**config.mk**
```make
export PLATFORM = sky130hd
export DESIGN_NAME = dial_route_ctrl
export DESIGN_NICKNAME = d
export VERILOG_FILES = /design/src/rtl/dial_route_pkg.sv /design/src/rtl/key_classifier.sv /design/src/rtl/mode_latch.sv /design/src/rtl/route_stage.sv /design/src/rtl/dial_route_ctrl.sv
export SDC_FILE = /design/constraint.sdc
export NUM_CORES = 1
export LEC_CHECK = 0
export BUFFER_PORTS_ARGS = -buffer_cell sky130_fd_sc_hd__buf_4
export CORE_AREA = 2 2 39 41
export DETAILED_ROUTE_END_ITERATION = 10
export DIE_AREA = 0 0 41 43
export GPL_TIMING_DRIVEN = 0
export SLEW_MARGIN = 25
export SYNTH_ARGS = -nofsm -noshare
export SYNTH_HDL_FRONTEND = slang
export SYNTH_SLANG_ARGS = --single-unit
```
**constraint.sdc**
```tcl
create_clock -name clk -period 1.5 [get_ports clk]
set_clock_uncertainty 0.2 [all_clocks]
set_input_delay 0.15 -clock clk [delete_from_list [all_inputs] [get_ports clk]]
set_output_delay 0.15 -clock clk [all_outputs]
set_load 0.02 [all_outputs]
```
**src/rtl/dial_route_pkg.sv**
```systemverilog
package dial_route_pkg;

   localparam int CODE_W = 5;

   localparam logic [CODE_W-1:0] K_DIGIT_MAX = 5'd9;
   localparam logic [CODE_W-1:0] K_SYM_MIN   = 5'd10;
   localparam logic [CODE_W-1:0] K_SYM_MAX   = 5'd15;
   localparam logic [CODE_W-1:0] K_PROG      = 5'd16;
   localparam logic [CODE_W-1:0] K_FLASH     = 5'd17;
   localparam logic [CODE_W-1:0] K_REDIAL    = 5'd18;
   localparam logic [CODE_W-1:0] K_SHIFT     = 5'd19;

   typedef enum logic [1:0] {
      SEL_PULSE = 2'b00,
      SEL_TONE  = 2'b01,
      SEL_MIX   = 2'b10,
      SEL_MIX2  = 2'b11
   } dial_sel_e;

   typedef struct packed {
      logic is_digit;
      logic is_sym;
      logic is_prog;
      logic is_flash;
      logic is_redial;
      logic is_shift;
   } key_class_t;

endpackage

```
**src/rtl/key_classifier.sv**
```systemverilog
module key_classifier
   import dial_route_pkg::*;
#(
   parameter int KEY_W = 5
) (
   input  logic [KEY_W-1:0] key_code,
   output key_class_t       cls
);
   logic             hi_clear;
   logic [CODE_W-1:0] low;

   assign low = key_code[CODE_W-1:0];

   generate
      if (KEY_W > CODE_W) begin : g_wide
         assign hi_clear = ~|key_code[KEY_W-1:CODE_W];
      end else begin : g_exact
         assign hi_clear = 1'b1;
      end
   endgenerate

   always_comb begin
      cls           = '0;
      cls.is_digit  = hi_clear && (low <= K_DIGIT_MAX);
      cls.is_sym    = hi_clear && (low >= K_SYM_MIN) && (low <= K_SYM_MAX);
      cls.is_prog   = hi_clear && (low == K_PROG);
      cls.is_flash  = hi_clear && (low == K_FLASH);
      cls.is_redial = hi_clear && (low == K_REDIAL);
      cls.is_shift  = hi_clear && (low == K_SHIFT);
   end
endmodule

```
**src/rtl/mode_latch.sv**
```systemverilog
module mode_latch
   import dial_route_pkg::*;
(
   input  logic       clk,
   input  logic       rst_n,
   input  logic       chip_en,
   input  logic [1:0] dial_sel,
   input  logic       fire,
   input  key_class_t cls,
   output logic       lat_q,
   output logic       lat_d
);
   always_comb begin
      lat_d = lat_q;
      if (!chip_en) begin
         lat_d = 1'b0;
      end else begin
         case (dial_sel)
            SEL_PULSE: lat_d = 1'b0;
            SEL_TONE:  lat_d = 1'b1;
            default: begin
               if (fire && (cls.is_sym || cls.is_shift)) lat_d = 1'b1;
               else if (fire && cls.is_flash)            lat_d = 1'b0;
            end
         endcase
      end
   end

   always_ff @(posedge clk or negedge rst_n) begin
      if (!rst_n) lat_q <= 1'b0;
      else        lat_q <= lat_d;
   end
endmodule

```
**src/rtl/route_stage.sv**
```systemverilog
module route_stage
   import dial_route_pkg::*;
#(
   parameter int N_STB = 6
) (
   input  logic             clk,
   input  logic             rst_n,
   input  logic             fire,
   input  logic             tone_now,
   input  key_class_t       cls,
   output logic [N_STB-1:0] stb_q
);
   logic [N_STB-1:0] stb_d;
   logic             dial_key;

   assign dial_key = cls.is_digit || (cls.is_sym && tone_now);

   always_comb begin
      stb_d    = '0;
      stb_d[0] = fire && dial_key;
      stb_d[1] = fire && cls.is_digit && !tone_now;
      stb_d[2] = fire && dial_key && tone_now;
      stb_d[3] = fire && cls.is_prog;
      stb_d[4] = fire && cls.is_flash;
      stb_d[5] = fire && cls.is_redial;
   end

   always_ff @(posedge clk or negedge rst_n) begin
      if (!rst_n) stb_q <= '0;
      else        stb_q <= stb_d;
   end
endmodule

```
**src/rtl/dial_route_ctrl.sv**
```systemverilog
module dial_route_ctrl
   import dial_route_pkg::*;
#(
   parameter int KEY_W = 5
) (
   input  logic             clk,
   input  logic             rst_n,
   input  logic             chip_en,
   input  logic [1:0]       dial_sel,
   input  logic             key_stb,
   input  logic [KEY_W-1:0] key_code,
   output logic             dtmf_mode,
   output logic             store_stb,
   output logic             pulse_stb,
   output logic             tone_stb,
   output logic             prog_stb,
   output logic             flash_stb,
   output logic             redial_stb
);
   localparam int N_STB = 6;

   generate
      if (KEY_W < CODE_W) begin : g_bad_width
         $error("dial_route_ctrl: KEY_W must be at least %0d", CODE_W);
      end
   endgenerate

   key_class_t       cls;
   logic             fire;
   logic             lat_q;
   logic             lat_d;
   logic             tone_now;
   logic [N_STB-1:0] stb_q;

   assign fire = key_stb && chip_en;

   key_classifier #(.KEY_W(KEY_W)) u_cls (
      .key_code (key_code),
      .cls      (cls)
   );

   mode_latch u_lat (
      .clk      (clk),
      .rst_n    (rst_n),
      .chip_en  (chip_en),
      .dial_sel (dial_sel),
      .fire     (fire),
      .cls      (cls),
      .lat_q    (lat_q),
      .lat_d    (lat_d)
   );

   assign tone_now = (dial_sel == SEL_TONE) || (dial_sel[1] && lat_d);

   route_stage #(.N_STB(N_STB)) u_route (
      .clk      (clk),
      .rst_n    (rst_n),
      .fire     (fire),
      .tone_now (tone_now),
      .cls      (cls),
      .stb_q    (stb_q)
   );

   assign dtmf_mode  = (dial_sel == SEL_TONE) || (dial_sel[1] && lat_q);
   assign store_stb  = stb_q[0];
   assign pulse_stb  = stb_q[1];
   assign tone_stb   = stb_q[2];
   assign prog_stb   = stb_q[3];
   assign flash_stb  = stb_q[4];
   assign redial_stb = stb_q[5];
endmodule

```
* After elaboration in Yosys (flattened, before gate mapping)
Cells that the tools add are included.
Widths: inputs -> output; s select.
** Word-level totals
- Input bits :: 11
- Logic and storage cells :: 33
- Register bits after elaboration :: 7
** Operators by class
- $lt $le $gt $ge :: 3
- Equal/unequal tests :: 5
- Muxes and demuxes :: 4
- Reduce and logical (&&, ||, !) cells :: 19
** Operators by type and width (number)
- $eq 5x5->1 const B :: 4
- $logic_and 1x1->1 :: 13
- $le 5x4->1 const B :: 2
- $ge 5x4->1 const B :: 1
- $logic_or 1x1->1 :: 4
- $mux 1 :: 3
- $eq 2x1->1 const B :: 1
- $logic_not 2->1 :: 1
- $pmux 1 s2 :: 1
- $logic_not 1->1 :: 1

* Logic depth before layout (Yosys ltp)
Gate-level depths: netlist of run 1.
- Depth in word-level cells :: 13
- Depth in mapped cells :: 4

* Hierarchy
A second synthesis of run 1 with hierarchy kept.
** Second synthesis, totals
- Cell total of the unflattened synthesis :: 30
- Area total of the unflattened synthesis :: 345.3 sq um
** By module, submodules not included
- route_stage :: seq. area each 150.1 sq um, area an instance 201.4 sq um, cells an instance 14, instances 1
- key_classifier :: seq. area each 0.0 sq um, area an instance 63.8 sq um, cells an instance 8, instances 1
- mode_latch :: seq. area each 25.0 sq um, area an instance 51.3 sq um, cells an instance 5, instances 1
- dial_route_ctrl :: seq. area each 0.0 sq um, area an instance 28.8 sq um, cells an instance 3, instances 1

* Worst setup path before layout of run 1
Ideal clock, no wire load.
- Path kind :: input -> register
- From :: in key_code[3]
- To :: reg u_route.stb_q[1]
- Data arrival time :: 0.892 ns
- Stages on the path :: 4
- Setup time :: 0.095 ns
- Buffers on the path :: 0
- Slack :: 0.313 ns
- Path through :: nand4bb_1 > nor4b_2 > o21ai_1 > nor4b_2
** Between the ends
- Cells in the longest elaborated chain, start to end :: 11
- Elaborated cells between the ends (all ways) :: 18
- Classes of those cells :: order compare: 3; eq/ne: 2; mux: 4; reduce/logical: 9
** Ends and longest elaborated chain
- start, declared :: RTL line dial_route_ctrl.sv:11 : input logic [KEY_W-1:0] key_code,
- $ge 5x4->1 / $le 5x4->1 (equally long branches) :: RTL line key_classifier.sv:25 : cls.is_sym = hi_clear && (low >= K_SYM_MIN) && (low <= K_SYM_MAX);
- $logic_and 1x1->1 :: RTL line key_classifier.sv:25
- $logic_or 1x1->1 :: RTL line mode_latch.sv:22 : if (fire && (cls.is_sym || cls.is_shift)) lat_d = 1'b1;
- $logic_and 1x1->1 :: RTL line mode_latch.sv:22
- $mux 1 :: RTL line mode_latch.sv:22
- $pmux 1 s2 :: RTL line mode_latch.sv:18 : case (dial_sel)
- $mux 1 :: RTL line mode_latch.sv:15 : if (!chip_en) begin
- $logic_and 1x1->1 :: RTL line dial_route_ctrl.sv:53 : assign tone_now = (dial_sel == SEL_TONE) || (dial_sel[1] && lat_d);
- $logic_or 1x1->1 :: RTL line dial_route_ctrl.sv:53
- $logic_not 1->1 :: RTL line route_stage.sv:21 : stb_d[1] = fire && cls.is_digit && !tone_now;
- $logic_and 1x1->1 * :: RTL line route_stage.sv:21
- named net u_route.stb_d[1] :: RTL line route_stage.sv:13 : logic [N_STB-1:0] stb_d;
- end signal, assigned :: RTL line route_stage.sv:30 : else stb_q <= stb_d;
- end, declared :: RTL line route_stage.sv:11 : output logic [N_STB-1:0] stb_q
The timed path passes the listed nets; every way through them passes the cells marked *.

* Final worst setup path of run 1
- From :: in chip_en
- To :: reg u_route.stb_q[2]
** Between the ends
- Cells in the longest elaborated chain, start to end :: 12
- Elaborated cells between the ends (all ways) :: 13
- Classes of those cells :: mux: 4; reduce/logical: 9
** Ends and longest elaborated chain
- start, declared :: RTL line dial_route_ctrl.sv:8 : input logic chip_en,
- $logic_and 1x1->1 :: RTL line dial_route_ctrl.sv:35 : assign fire = key_stb && chip_en;
- $logic_and 1x1->1 :: RTL line mode_latch.sv:23 : else if (fire && cls.is_flash) lat_d = 1'b0;
- $mux 1 :: RTL line mode_latch.sv:23
- $mux 1 :: RTL line mode_latch.sv:22
- $pmux 1 s2 :: RTL line mode_latch.sv:18
- $mux 1 :: RTL line mode_latch.sv:15
- $logic_and 1x1->1 :: RTL line dial_route_ctrl.sv:53
- $logic_or 1x1->1 :: RTL line dial_route_ctrl.sv:53
- $logic_and 1x1->1 :: RTL line route_stage.sv:16 : assign dial_key = cls.is_digit || (cls.is_sym && tone_now);
- $logic_or 1x1->1 :: RTL line route_stage.sv:16
- $logic_and 1x1->1 :: RTL line route_stage.sv:22 : stb_d[2] = fire && dial_key && tone_now;
- $logic_and 1x1->1 * :: RTL line route_stage.sv:22
- named net u_route.stb_d[2] :: RTL line route_stage.sv:13
Marks and branches as above.

==> results of run 1 <==
==> cell families after synthesis <==
| group | count (synthesis) | share of synthesized area |
|---|---|---|
| DFF | 7 | 0.519 |
| AOI/OAI and AO/OA | 6 | 0.122 |
| and+or+nand+nor | 17 | 0.359 |
==> power by group through the flow <==
stage / Combinational [mW] / Clock (mW) / Sequential [mW]
after floorplan: 0.0240 / 0 / 0.202
final: 0.0842 / 0.167 / 0.196
after CTS: 0.0820 / 0.176 / 0.196
after global placement: 0.0711 / 0 / 0.199
after global routing: 0.0927 / 0.184 / 0.196
after detailed placement: 0.0712 / 0 / 0.199
==> worst max path at each step <==
stage | end | slack, ps
finish | u_route.stb_q[2]$_DFF_PN0_ | 50
global route | u_route.stb_q[2]$_DFF_PN0_ | -40
CTS | u_route.stb_q[2]$_DFF_PN0_ | 20
detailed placement | u_route.stb_q[1]$_DFF_PN0_ | 70
global placement | u_route.stb_q[1]$_DFF_PN0_ | 100
floorplan | u_route.stb_q[1]$_DFF_PN0_ | 310
==> through the flow <==
step / util / total power, mW / cell area (um^2)
2_1_floorplan: - / 0.226 / 338
4_1_cts: 0.406 / 0.453 / 562
3_5_place_dp: 0.351 / 0.270 / 485
3_3_place_gp: 0.351 / 0.270 / 485
6_report: 0.414 / 0.447 / 573
5_1_grt: 0.414 / 0.472 / 573
==> cell usage in the layout (no fill, tap or decap), types with 2 or more instances in the layout <==
master and n:
nor2b_1 2, buf_4 17, nand2_1 2, dfrtp_1 7
clkbuf_4 3, dlygate4sd3_1 5, nor3_1 3, nor4b_2 2
a21o_1 2
==> per-layer routing <==
| metal | share of wire | routed length (um) | up-vias | global-route usage |
|---|---|---|---|---|
| met1 | 0.32 | 272 | 158 | 0.110 |
| li1 | - | - | 166 | - |
| met5 | 0 | 0 | - | 0 |
| met4 | 0.020 | 17 | 0 | 0.120 |
| met2 | 0.62 | 532 | 8 | 0.184 |
| met3 | 0.041 | 35 | 2 | 0.00524 |
==> sequential cells by signal (all words and copies together) (netlist names) <==
signal and count:
u_route.stb_q 6, u_lat.lat_q 1
==> tightest hold or removal path: cells and delay by family <==
family / cells / cell delay (ps)
AND/OR/NAND/NOR: 2 / 170
buffers and inverters: 1 / 100
==> timing repair <==
item	4_1_cts	5_1_grt
setup endpoints to repair	0	2
endpoints found under the hold margin	14	0
gates resized for setup	0	3
hold buffers	5	0
==> final cells by class <==
| type | count | area, um^2 |
|---|---|---|
| fill | 142 | 811 |
| multi-input combinational | 23 | 174 |
| timing repair buffer | 22 | 178 |
| tap | 16 | 20.0 |
| clock buffer | 4 | 26.3 |
| sequential | 7 | 175 |
==> metrics, run 1 <==
PwrDens 779 nW/um^2; switching part of the total 0.237; Vias 334; Max Cap Viol 0; post-synth net total 41; worst r2r src u_lat.lat_q$_DFF_PN0_; Die ar. 1760 um^2; hold depth 3; GRT Util Overall 0.113; IO buf count 17; post-synth top area share 0.519; dominant synthesized flop cell dfrtp_1; R2R Path End u_route.stb_q[2]$_DFF_PN0_; core area 1380 um^2; Syn Std Cell Area 338 um^2; Num CTS Buffers 3; first-pass GRT wire length 1300 um; Post-synth ARST share 1.00; H-tree levels 1; grt total ovfl 0; internal power 0.341 mW; clk slew on worst S/H paths 50 ps; CP bufs+invs 2; antenna violations before repair 0; Worst Tran Pin Value 336 ps; num rows 14; Comb power frac 0.189; Area Growth Syn to Fin 69.6%; final antenna-violating net count 0; Hold Worst Slack 17.2 ps; Synth area leader dfrtp_1; Yosys warnings 0; Critical Path Max Stage Delay 530 ps; flop2flop setup slack 260 ps; post-synthesis sequential area ratio 0.519; worst vdd ir 0.187 mV; clk sink count 7; via count of the first global-routing pass 317; final worst-path setup slack 53.6 ps; Synth area leaders dfrtp_1 (52%), nor4b_2 (8.9%), nor2b_1 (5.6%); crit path time final 1450 ps; worst path cell trace dlygate4sd3_1 -> buf_4 -> nand3_1 -> nor2b_2 -> o21ai_2 -> nor3b_2; Pins Over Slew Limit 0; Routed WL per cell 11.9 um; Pre-antenna DRT Iters 1; layout net count 68; post-synthesis register bit count 7; Hold Crit Start key_code[2]; post-CTS setup buffer count 0; DP Worst Slack 72.4 ps; Synth cell types 17; Die Span Y 43 um; die width 41 um; most frequent cell after synthesis dfrtp_1; leakage 0.267 nW; HPWL after DPL 629 um; Final Hold Fails 0; CP max stage cell dlygate4sd3_1; final antenna diode count 0; Max clock buf depth 2; critical path's top delay family buffers and inverters; CP endpoint kind flip-flop; critical path launch point chip_en; post-route insts no fill 72; NetSw 0.106 mW; Hold Crit Class primary input to flip-flop; clk root buf clkbuf_4; Total Wirelength 858 um; Placed Instances 63; Mapped Avg Cell Area 11.3 um^2; endpoints failing setup 0; Post-synth EDFFs 0; worst rel slew slack 0.776; largest net degree at the start of global routing 8; Worst Hold End u_route.stb_q[3]$_DFF_PN0_; Sequential Power Share 0.438; Via density 4.64; CTS tree yes; power share of the clock group 0.373; io pins 18; critical path class primary input to flip-flop; Stages on worst setup path 6; Worst Path Required 1470 ps; initial core utilization 0.244; Max Clk Rate 0.691 GHz; Reg2Reg Depth 4; DRC 0; DRT iter0 DRCs 0; clock latency on the worst-skew pair 250 ps; status finished, final reports clean; critical path arrival 1410 ps; GP Congestion 0.721; setup TNS 0 ps; most frequent cells after synthesis dfrtp_1 (7), nor2b_1 (3), nor3_1 (3); layout cell share with drive strength beyond 1 0.446; Synth Instances 30; Final period util 0.964; startpoint type of the worst setup path primary input; Crit Path Max Fanout 4
Note: power is estimated with default switching activity, not from simulation.
==> run 2: changes to the inputs <==
- PLACE_DENSITY_LB_ADDON: default -> 0.05
==> metrics, run 2 (synthesis results as in run 1) <==
status finished, final reports clean; worst vdd ir 0.233 mV (+24%); Final Hold Fails 0 (unchanged); Worst Path Required 1410 ps (-60 ps); clock latency on the worst-skew pair 240 ps (about the same); CP max stage cell dlygate4sd3_1; final antenna diode count 0 (unchanged); Max Cap Viol 0 (unchanged); Crit Path Max Fanout 4 (unchanged); power share of the clock group 0.367 (-0.006); leakage 0.262 nW (-1.8%); post-route insts no fill 72 (unchanged); PwrDens 782 nW/um^2 (+0.33%); dpl cell area 485 um^2 (unchanged); Routed WL per cell 11.4 um (-4.0%); CP bufs+invs 2 (unchanged); commonest non-fill, non-tap cells in the layout buf_4 (17), dfrtp_1 (7), dlygate4sd3_1 (5); FILL cells 146 (+2.8%); Total Wirelength 824 um (-4.0%); Max clock buf depth 2 (unchanged); die width 41 um (unchanged); biggest regs u_route.stb_q x6, u_lat.lat_q x1; DRT iter0 DRCs 0 (unchanged); io pins 18 (unchanged); CP endpoint kind flip-flop; endpoints failing setup 0 (unchanged); H-tree levels 1 (unchanged); Resized cells post-CTS 0 (unchanged); Max Clk Rate 0.725 GHz (+4.8%); NetSw 0.100 mW (-5.5%); Register Area 175 um^2 (unchanged); critical path's top delay family buffers and inverters; layout net count 68 (unchanged); Reg with most FFs u_route.stb_q; Placed Instances 63 (unchanged); design area 562 um^2 (-2.0%); GP Congestion 0.711 (-1.5%); post-CTS setup buffer count 0 (unchanged); setup TNS 0 ps (unchanged); Final period util 0.920 (-0.0444); Hold Crit Class primary input to flip-flop; GRT Util Overall 0.117 (+0.00450); final core utilization 0.406 (-0.00814); Die ar. 1760 um^2 (unchanged); core area 1380 um^2 (unchanged); layout cell share with drive strength beyond 1 0.393 (-0.0536); max reg flops 6 (unchanged); Die Span Y 43 um (unchanged); Pins Over Slew Limit 0 (unchanged); IO buf count 17 (unchanged); clk slew on worst S/H paths 50 ps (about the same); initial core utilization 0.244 (unchanged); critical path arrival 1290 ps (-120 ps); multi-input logic area 163 um^2 (-6.5%); clk sink count 7 (unchanged); Vias 339 (+1.5%); Comb power frac 0.186 (-0.003); internal power 0.339 mW (-0.44%); grt total ovfl 0 (unchanged); worst rel slew slack 0.807 (+0.0317); via count of the first global-routing pass 341 (+7.6%); leading cell type in the layout, fill and taps excluded buf_4; switching part of the total 0.228 (-0.00930); clk root buf clkbuf_4; final antenna-violating net count 0 (unchanged); Area Growth Syn to Fin 66.3%; Pre-antenna DRT Iters 1 (unchanged); antenna violations before repair 0 (unchanged); RSZ-0062 raised after global routing no; Critical Path Max Stage Delay 590 ps (+60 ps); DRC 0 (unchanged); worst path cell trace buf_4 -> dlygate4sd3_1 -> nor3_1 -> o211ai_1; critical path class primary input to flip-flop; first-pass GRT wire length 1360 um (+4.8%); Sequential Power Share 0.447 (+0.009); Worst Tran Pin Value 286 ps (-49.4 ps); Via density 4.71 (+1.5%); Num CTS Buffers 3 (unchanged); crit path time final 1380 ps (-66.7 ps); Hold Worst Slack 23.1 ps (+5.93 ps); CTS tree yes; startpoint type of the worst setup path primary input; num rows 14 (unchanged); largest net degree at the start of global routing 8 (unchanged)
==> run 2: repair_timing <==
action | CTS | global route
endpoints found under the setup margin | 0 | 0
hold buffers | 5 | 0
hold endpoints to repair | 14 | 0
==> run 2: per-layer routing <==
metal,up-vias,part of all wire,track usage,routed length (um)
li1,166,-,-,-
met1,157,0.38,0.121,314
met2,16,0.53,0.191,434
met3,0,0.092,0.0314,76
met4,0,0,0.0800,0
met5,-,0,0,0
==> run 2: through the flow <==
step,power (mW),worst slack (ps)
finish,0.439,120
global route,0.467,38.2
CTS,0.448,146
detailed placement,0.271,55.5
global placement,0.269,83.1
floorplan,0.226,313
==> run 2: area by class of cell <==
cell class | count | share of cell area
clock buffers | 4 | 0.0468
multi-input cells | 23 | 0.290
flip-flops and latches | 7 | 0.312
well taps | 16 | 0.0356
repair buffers | 22 | 0.316
==> run 2: path summary, 6_finish.rpt <==
path | from | to | slack (ps) | cells after the start
worst max-delay path | key_code[1] | u_lat.lat_q$_DFF_PN0_ | 120 | 4
worst min-delay path | key_code[2] | u_route.stb_q[3]$_DFF_PN0_ | 20 | 3
worst max register to register | u_lat.lat_q$_DFF_PN0_ | u_route.stb_q[2]$_DFF_PN0_ | 190 | 4
worst min register to register | u_lat.lat_q$_DFF_PN0_ | u_lat.lat_q$_DFF_PN0_ | 410 | 2
max in group asynchronous | rst_n | u_route.stb_q[3]$_DFF_PN0_ | 930 | 2
min in group asynchronous | rst_n | u_route.stb_q[0]$_DFF_PN0_ | 50 | 2
==> run 2: worst reg2reg max path, delay by kind of cell (launching register included) <==
family	cells	cell delay [ps]
AOI/OAI and AO/OA	1	200
DFF	1	360
and+or+nand+nor	3	460
==> run 2: power groups by stage <==
| stage | logic, mW | registers [mW] | clock network (mW) |
|---|---|---|---|
| final | 0.0816 | 0.196 | 0.161 |
| after detailed placement | 0.0716 | 0.199 | 0 |
| after floorplan | 0.0240 | 0.202 | 0 |
| after CTS | 0.0818 | 0.196 | 0.170 |
| after global placement | 0.0700 | 0.199 | 0 |
| after global routing | 0.0897 | 0.196 | 0.181 |
